==> src/rtl/dp_pkg.sv <==
package dp_pkg;

  typedef enum logic [1:0] {
    FN_PASS = 2'd0,
    FN_ADD  = 2'd1,
    FN_SUB  = 2'd2,
    FN_DEC  = 2'd3
  } fn_e;

  typedef enum logic [1:0] {
    WB_NONE = 2'd0,
    WB_A0   = 2'd1,
    WB_A1   = 2'd2,
    WB_BOTH = 2'd3
  } wb_e;

  // packed: first field is the most significant
  typedef struct packed {
    fn_e  fn;       // [7:6]
    logic a_hi;     // [5]  first-stage operand A select
    logic use_pin;  // [4]  dynamic request for parallel input
    logic b_hi;     // [3]  operand B select
    wb_e  wb;       // [2:1]
    logic chain;    // [0]  carry-in from registered carry
  } instr_t;

  localparam int unsigned INSTR_W = $bits(instr_t);

endpackage

==> src/rtl/dp_istore.sv <==
module dp_istore
  import dp_pkg::*;
#(
  parameter int unsigned AW = 3
) (
  input  logic          clk,
  input  logic          rst_n,
  input  logic          wr_en,
  input  logic [AW-1:0] wr_addr,
  input  instr_t        wr_data,
  input  logic [AW-1:0] rd_addr,
  output instr_t        rd_data
);
  localparam int unsigned DEPTH = 1 << AW;

  instr_t slot_q [DEPTH];

  // writes are honoured only while the datapath is held in reset
  for (genvar g = 0; g < DEPTH; g++) begin : g_slot
    always_ff @(posedge clk) begin
      if (wr_en && !rst_n && (wr_addr == AW'(g)))
        slot_q[g] <= wr_data;
    end
  end

  assign rd_data = slot_q[rd_addr];

endmodule

==> src/rtl/dp_opmux.sv <==
module dp_opmux #(
  parameter int unsigned DW = 8
) (
  input  logic [DW-1:0] a0,
  input  logic [DW-1:0] a1,
  input  logic [DW-1:0] pin,
  input  logic          pin_en,
  input  logic          a_hi,
  input  logic          use_pin,
  input  logic          b_hi,
  output logic [DW-1:0] tap,
  output logic [DW-1:0] opa,
  output logic [DW-1:0] opb
);
  logic inject;

  // stage one: accumulator choice, also the parallel-output tap
  assign tap    = a_hi ? a1 : a0;
  // stage two: static enable AND per-instruction request
  assign inject = pin_en & use_pin;
  assign opa    = inject ? pin : tap;
  assign opb    = b_hi ? a1 : a0;

endmodule

==> src/rtl/dp_alu.sv <==
module dp_alu
  import dp_pkg::*;
#(
  parameter int unsigned DW = 8
) (
  input  fn_e           fn,
  input  logic          chain,
  input  logic          creg,
  input  logic [DW-1:0] opa,
  input  logic [DW-1:0] opb,
  output logic [DW-1:0] res,
  output logic          cout,
  output logic          c_upd
);
  logic [DW-1:0] addend;
  logic          cin;
  logic [DW:0]   sum;

  always_comb begin
    addend = '0;
    cin    = 1'b0;
    c_upd  = 1'b1;
    unique case (fn)
      FN_PASS: begin
        addend = '0;
        cin    = 1'b0;
        c_upd  = 1'b0;
      end
      FN_ADD: begin
        addend = opb;
        cin    = chain ? creg : 1'b0;
      end
      FN_SUB: begin
        addend = ~opb;
        cin    = chain ? creg : 1'b1;
      end
      FN_DEC: begin
        addend = '1;
        cin    = chain ? creg : 1'b0;
      end
      default: begin
        addend = '0;
        cin    = 1'b0;
        c_upd  = 1'b0;
      end
    endcase
  end

  assign sum  = {1'b0, opa} + {1'b0, addend} + {{DW{1'b0}}, cin};
  assign res  = sum[DW-1:0];
  assign cout = sum[DW];

endmodule

==> src/rtl/dp_accum8.sv <==
module dp_accum8
  import dp_pkg::*;
#(
  parameter int unsigned DW = 8,
  parameter int unsigned AW = 3
) (
  input  logic               clk,
  input  logic               rst_n,
  input  logic               cfg_we,
  input  logic [AW-1:0]      cfg_addr,
  input  logic [INSTR_W-1:0] cfg_word,
  input  logic               pin_en,
  input  logic [AW-1:0]      state,
  input  logic [DW-1:0]      pin,
  output logic [DW-1:0]      pout,
  output logic               flag_carry,
  output logic               zero_a0,
  output logic               zero_a1,
  output logic               eq_a01
);
  instr_t        ins;
  logic [DW-1:0] a0_q, a1_q;
  logic          carry_q;
  logic [DW-1:0] tap, opa, opb, res;
  logic          cout, c_upd;
  logic          wr_a0, wr_a1;

  dp_istore #(.AW(AW)) u_store (
    .clk     (clk),
    .rst_n   (rst_n),
    .wr_en   (cfg_we),
    .wr_addr (cfg_addr),
    .wr_data (instr_t'(cfg_word)),
    .rd_addr (state),
    .rd_data (ins)
  );

  dp_opmux #(.DW(DW)) u_mux (
    .a0      (a0_q),
    .a1      (a1_q),
    .pin     (pin),
    .pin_en  (pin_en),
    .a_hi    (ins.a_hi),
    .use_pin (ins.use_pin),
    .b_hi    (ins.b_hi),
    .tap     (tap),
    .opa     (opa),
    .opb     (opb)
  );

  dp_alu #(.DW(DW)) u_alu (
    .fn    (ins.fn),
    .chain (ins.chain),
    .creg  (carry_q),
    .opa   (opa),
    .opb   (opb),
    .res   (res),
    .cout  (cout),
    .c_upd (c_upd)
  );

  assign wr_a0 = (ins.wb == WB_A0) || (ins.wb == WB_BOTH);
  assign wr_a1 = (ins.wb == WB_A1) || (ins.wb == WB_BOTH);

  always_ff @(posedge clk or negedge rst_n) begin
    if (!rst_n) begin
      a0_q    <= '0;
      a1_q    <= '0;
      carry_q <= 1'b0;
    end else begin
      if (wr_a0) a0_q <= res;
      if (wr_a1) a1_q <= res;
      if (c_upd) carry_q <= cout;
    end
  end

  assign pout       = tap;
  assign flag_carry = carry_q;
  assign zero_a0    = (a0_q == '0);
  assign zero_a1    = (a1_q == '0);
  assign eq_a01     = (a0_q == a1_q);

endmodule

==> config.mk <==
export PLATFORM = sky130hd
export DESIGN_NAME = dp_accum8
export DESIGN_NICKNAME = d
export VERILOG_FILES = /design/src/rtl/dp_pkg.sv /design/src/rtl/dp_istore.sv /design/src/rtl/dp_opmux.sv /design/src/rtl/dp_alu.sv /design/src/rtl/dp_accum8.sv
export SDC_FILE = /design/constraint.sdc
export NUM_CORES = 1
export LEC_CHECK = 0
export CORE_AREA = 2 2 110 112
export CTS_CLUSTER_SIZE = 12
export DETAILED_ROUTE_END_ITERATION = 10
export DIE_AREA = 0 0 112 114
export GPL_TIMING_DRIVEN = 0
export SYNTH_ARGS = -nofsm -noshare
export SYNTH_HDL_FRONTEND = slang
export SYNTH_SLANG_ARGS = --single-unit
==> constraint.sdc <==
create_clock -name clk -period 5.7 [get_ports clk]
set_clock_uncertainty 0.2 [all_clocks]
set_input_delay 1.71 -clock clk [delete_from_list [all_inputs] [get_ports clk]]
set_output_delay 1.71 -clock clk [all_outputs]
set_load 0.01 [all_outputs]
==> results.py, run 1 <==
metrics = {
    "run_status": {
        "status": "completed",
    },
    "die": {
        "fp.dieW_um": 112,
        "die_area_um2": 12770,
        "rows": 40,
        "core_um2": 11710,
        "initial_core_util_pct": 34.16,
        "fp.dieH_um": 114,
        "num_io_pins": 38,
    },
    "sta": {
        "rsz0062_at_grt": "false",
        "relSlewSlack_pct": 38.42,
        "fin_crit_sh_pct": 96.77,
        "slew_viol_final": 0,
        "worstMarginPinSlew_ps": 920.8,
        "fmax_mhz": 181.3,
        "setup_viol": 0,
        "hold_viol_final": 0,
        "timing.setup.tns_ps": 0,
        "min_period_ps": 5516,
    },
    "pwr": {
        "powerDensity_nw_per_um2": 451.4,
        "comb_power_share_pct": 36.8,
        "vdd_ir_drop_max_uv": 194.6,
        "p_clk_share_pct": 26.4,
        "switchingPower_mw": 0.7109,
        "intPower_mw": 1.483,
        "p_sw_share_pct": 32.41,
        "total_power_mw": 2.194,
        "p_leak_nw": 1.723,
        "p_seq_share_pct": 36.8,
    },
    "global_routing": {
        "grt_max_degree": 20,
        "grtUsageTotal_pct": 13.89,
        "grt_pass1_wl_um": 13390,
        "overflow": 0,
        "grt_pass1_vias": 2463,
        "antenna_found_initial": 0,
    },
    "route": {
        "dr_total_vias": 2284,
        "drt_iter0_drc": 94,
        "wl_per_cell_um": 18.28,
        "routed_wirelength_um": 8244,
        "drt_first_pass_iters": 4,
        "viasPerCell": 5.064,
        "ant_nets": 0,
        "drc": 0,
    },
    "cts": {
        "clock_latency_ps": 340,
        "clk_pin_slew_ps": 60,
        "cts_tree": "yes",
        "cts_sinks": 81,
        "cts_inserted_buffers": 9,
        "root_buffer": "clkbuf_16",
        "postCtsHoldBufs": 0,
        "htreeDepth": 3,
        "clockBufferDepth": 2,
    },
    "synth": {
        "synthSimpleGateAreaFrac_pct": 6.131,
        "ys_seq_elements": 81,
        "yosys-top-cells-area": "edfxtp_1 48%, dfrtp_1 11%, mux4_2 7.9%",
        "synth_compound_area_share_pct": 4.880,
        "ys_warn_count": 0,
        "synth_top_cell_by_area": "edfxtp_1",
        "synthMuxAreaShare_pct": 23.62,
        "synth_top_area_share_pct": 48.05,
        "yosysMostFrequentCell": "edfxtp_1",
        "synth_top_family_by_area": "multiplexers",
        "synth_fa_ha_area_share_pct": 3.190,
        "avgSynthCellArea_um2": 15.87,
        "yosysSeqAreaShare_pct": 58.68,
        "synth.distinct_cells": 43,
        "netlist_instances": 252,
        "synth_xor_area_share_pct": 1.971,
        "synthesis.nets": 287,
        "synth.top_cells.by_count": "64 x edfxtp_1, 26 x mux2_2, 20 x mux2i_1",
        "async_reset_ff_share_pct": 20.99,
        "synth_edf_count": 64,
        "syn_area_um2": 4000,
        "synth_ff_type": "edfxtp_1",
    },
    "final_layout": {
        "nFillCells": 1109,
        "synthToLayoutAreaGrowth_pct": 21.49,
        "fin_nets": 334,
        "design_area_um2": 4860,
        "drive_gt1_share_pct": 23.03,
        "n_antenna_cell": 0,
    },
    "setup_path": {
        "worst_path_dominant_cell_family": "multiplexers",
        "critPathBufInv": 3,
        "max_stage_delay_ps": 600,
        "worstPathMaxFanout": 8,
        "slowest_stage": "mux4_1",
        "start_kind": "primary input",
        "crit_path_end_kind": "primary output",
        "path_cells": "buf_6 > mux4_1 > mux2i_4 > buf_12 > mux2_2 > clkdlybuf4s50_1",
        "crit_type": "primary input to primary output",
        "arrival_ps": 3610,
        "required_ps": 3790,
    },
    "job": {
        "maxCapViolCount": 0,
    },
    "place": {
        "dp_hpwl_um": 5802,
        "place_area_um2": 4537,
        "portBuffers": 34,
        "routabilityCongestion": 0.7889,
    },
    "worst_hold_path": {
        "min_path_type": "flip-flop to flip-flop",
    },
}
final timing paths:
path | startpoint | to | slack (ps) | cells past startpoint
max in group asynchronous | rst_n | a0_q[6] | 3040 | 1
min in group asynchronous | rst_n | a1_q[2] | 1690 | 1
worst min register to register | flag_carry | flag_carry | 340 | 1
worst max-delay path | state[1] | pout[6] | 180 | 6
worst max register to register | u_store.slot_q[7][3] | a1_q[6] | 1720 | 11
worst min-delay path | flag_carry | flag_carry | 340 | 1
worst reg2reg max path: cells and delay by family, from the launching register on:
kind | cells | cell delay (ps)
muxes | 5 | 1790
AOI/OAI and AO/OA | 3 | 800
adders and majority gates | 2 | 680
DFF | 1 | 380
buffers and inverters | 1 | 80
registers in the layout, summed over array words and instances (netlist names):
name	cells
a0_q	8
u_store.slot_q	64
a1_q	8
flag_carry	1
stage by stage:
stage,hold WS (ps),worst slack (ps),instances,util (%)
after global routing,363.1,10.37,451,41.50
after detailed placement,333.0,-11.87,434,38.74
after CTS,347.6,56.91,450,41.32
after floorplan,316.5,571.2,252,-
after global placement,329.1,-49.89,433,38.63
final,337.4,184.1,451,41.50
layout by cell type (no fill, tap or decap), types with 3 or more instances in the layout:
cell type	count
mux2i_1	20
edfxtp_1	64
clkdlybuf4s50_1	34
clkbuf_16	9
nor2b_1	3
nor3_1	3
mux2_2	26
nand2_1	13
nand2b_1	4
dfrtp_1	17
nor2_1	11
o31ai_1	6
ha_1	7
or4_1	4
a21oi_1	4
o21ai_0	3
clkinv_4	3
inv_1	4
mux4_2	14
xnor2_1	8
o21a_1	3
buf_2	4
a21o_1	3
power by group through the flow:
stage | Combinational [mW] | Clock (mW) | Sequential (mW)
6_report | 0.806 | 0.580 | 0.808
5_1_grt | 0.893 | 0.614 | 0.822
4_1_cts | 0.809 | 0.591 | 0.807
3_5_place_dp | 0.804 | 0 | 0.819
3_3_place_gp | 0.795 | 0 | 0.816
2_1_floorplan | 0.591 | 0 | 0.788
final cells by class:
| cell class | instances | area (µm²) | share of cell area (%) |
|---|---|---|---|
| tap | 147 | 183.9 | 3.785 |
| buffer | 7 | 46.29 | 0.9526 |
| multi-input combinational | 160 | 1597 | 32.85 |
| sequential | 81 | 2347 | 48.30 |
| inverter | 4 | 15.01 | 0.3090 |
| timing repair buffer | 36 | 367.9 | 7.570 |
| clock inverter | 6 | 73.82 | 1.519 |
| clock buffer | 10 | 229.0 | 4.712 |
repair_timing:
item / CTS / global route
setup buffers: 0 / 1
setup endpoints to repair: 0 / 8
resized for setup: 0 / 0
cells by family after synthesis:
family | count (synthesis)
buf+inv | 11
simple gates | 48
fa+ha+maj | 9
xor+xnor | 9
flops | 81
compound gates | 27
mux | 67
routing by layer:
| layer | share of wire [%] | global-route usage [%] | up-vias |
|---|---|---|---|
| met4 | 1.1 | 3.008 | 0 |
| met3 | 4.2 | 4.570 | 7 |
| met5 | 0 | 0 | - |
| li1 | - | - | 1095 |
| met1 | 44 | 17.07 | 1133 |
| met2 | 51 | 24.12 | 49 |
Power figures use the tool's default switching activity.
==> run 2: changes to the inputs <==
Settings changed: CAP_MARGIN from default to 40.
==> run 2 against run 1 <==
  * Critical path depth is the same
  * First-iteration DRC count decreased by 1.1%
  * Clock-buffer cell count is the same
  * Register-to-register slack better by 30 ps
  * Global-route usage shrank 0.38 points
  * Critical path type unchanged
  * Largest cell class unchanged
==> results.py, run 2 (synthesis gave the netlist of run 1 again) <==
metrics = {
    "cts": {
        "cts_sinks": 81,
        "root_buffer": "clkbuf_16",
        "clock_latency_ps": 330,
        "postCtsHoldBufs": 0,
        "cts_setup_buffers": 0,
        "htreeDepth": 3,
        "clockBufferDepth": 2,
        "cts_tree": "yes",
        "clk_pin_slew_ps": 60,
        "cts_resized": 0,
        "cts_inserted_buffers": 9,
    },
    "route": {
        "dr_total_vias": 2310,
        "ant_nets": 0,
        "drt_iter0_drc": 93,
        "viasPerCell": 5.077,
        "routed_wirelength_um": 8168,
        "wl_per_cell_um": 17.95,
        "drc": 0,
        "drt_first_pass_iters": 4,
    },
    "final_layout": {
        "n_antenna_cell": 0,
        "layout_commonest_cell": "edfxtp_1",
        "drive_gt1_share_pct": 24.03,
        "top_register": "u_store.slot_q",
        "layout.cells.most_common_list": "64 x edfxtp_1, 34 x clkdlybuf4s50_1, 26 x mux2_2",
        "nFillCells": 1076,
        "synthToLayoutAreaGrowth_pct": 22.36,
        "fin_nets": 338,
        "largestRegisters": "u_store.slot_q (64), a0_q (8), a1_q (8)",
        "largest_reg_flops": 64,
        "fin_cells": 455,
    },
    "global_routing": {
        "grt_pass1_vias": 2412,
        "grt_max_degree": 16,
        "grtUsageTotal_pct": 13.51,
        "antenna_found_initial": 0,
        "grt_pass1_wl_um": 13020,
        "overflow": 0,
    },
    "die": {
        "num_io_pins": 38,
        "fp.dieW_um": 112,
        "die_area_um2": 12770,
        "core_um2": 11710,
        "fp.dieH_um": 114,
        "rows": 40,
        "initial_core_util_pct": 34.16,
    },
    "setup_path": {
        "reg2reg_from": "u_store.slot_q[7][3]",
        "max_stage_delay_ps": 610,
        "required_ps": 3790,
        "start_kind": "primary input",
        "crit_type": "primary input to primary output",
        "critPathBufInv": 3,
        "arrival_ps": 3610,
        "worst_path_dominant_cell_family": "multiplexers",
        "slowest_stage": "mux4_1",
        "crit_path_end_kind": "primary output",
        "path_cells": "buf_6 > mux4_1 > mux2i_4 > buf_12 > mux2_2 > clkdlybuf4s50_1",
        "r2r_setup_slack_ps": 1750,
        "critPathLaunch": "state[1]",
        "worstPathMaxFanout": 8,
    },
    "place": {
        "post-place-ws_ps": -37.23,
        "routabilityCongestion": 0.7889,
        "portBuffers": 34,
        "dp.cells": 438,
        "dp_hpwl_um": 5951,
    },
    "sta": {
        "relSlewSlack_pct": 41.55,
        "min_period_ps": 5518,
        "timing.setup.tns_ps": 0,
        "fmax_mhz": 181.2,
        "worstMarginPinSlew_ps": 873.5,
        "setup_viol": 0,
        "hold_viol_final": 0,
        "slew_viol_final": 0,
        "rsz0062_at_grt": "false",
        "fin_crit_sh_pct": 96.81,
        "setup_ws_ps": 181.6,
    },
    "worst_hold_path": {
        "min_path_type": "flip-flop to flip-flop",
        "min_from": "flag_carry",
    },
    "pwr": {
        "vdd_ir_drop_max_uv": 171.1,
        "powerDensity_nw_per_um2": 448.5,
        "total_power_mw": 2.195,
        "p_leak_nw": 1.743,
    },
    "run_status": {
        "status": "completed",
    },
    "job": {
        "maxCapViolCount": 0,
    },
}
==> run 2: cell count changes in the layout (fill, tap and decap cells not counted), sizes merged <==
cell,previous run,this run
clkinvlp,0,1
clkinv,3,2
buf,8,12
==> run 2: layer usage <==
metal	global-route usage (%)	wire, µm	vias to the layer above
met5	0	0	-
met4	2.683	51	0
met3	4.357	342	6
met2	24.00	4219	47
met1	16.32	3555	1154
li1	-	-	1103
==> run 2: worst reg2reg max path, delay by kind of cell (launching register included) <==
| kind | cells | cell delay (ps) |
|---|---|---|
| adder cells (fa/ha/maj) | 2 | 680 |
| flip-flops | 1 | 370 |
| AO/OA/AOI/OAI | 3 | 770 |
| multiplexers | 5 | 1790 |
| buffers and inverters | 1 | 80 |
==> run 2: layout make-up <==
| cell class | instances | area, µm² | area share, % |
|---|---|---|---|
| clock inverters | 6 | 75.07 | 1.534 |
| clock buffers | 10 | 229.0 | 4.678 |
| inverters | 4 | 15.01 | 0.3067 |
| repair buffers | 40 | 401.6 | 8.206 |
| plain buffers | 7 | 46.29 | 0.9458 |
| well taps | 147 | 183.9 | 3.758 |
| multi-input cells | 160 | 1597 | 32.62 |
| flip-flops and latches | 81 | 2347 | 47.96 |
==> run 2: metrics by stage <==
step	instance area [µm²]	util [%]	hold slack, ps
after floorplan	4000	-	316.5
after global placement	4524	38.63	329.1
after detailed placement	4571	39.03	333.0
after CTS	4875	41.62	347.9
after global routing	4895	41.79	363.5
final	4895	41.79	338.7
==> run 2: power by group <==
| group | internal [mW] | switching, mW | total [mW] |
|---|---|---|---|
| logic | 0.425 | 0.382 | 0.807 |
| registers | 0.714 | 0.0949 | 0.809 |
| clock network | 0.345 | 0.234 | 0.579 |
| total | 1.48 | 0.711 | 2.20 |
==> run 2: final timing paths <==
| kind | endpoint | depth (start not counted) |
|---|---|---|
| min in group asynchronous | a1_q[2] | 1 |
| hold reg to reg | flag_carry | 1 |
| setup reg to reg | a1_q[6] | 11 |
| setup / recovery | pout[6] | 6 |
| hold / removal | flag_carry | 1 |
| max in group asynchronous | a0_q[6] | 2 |
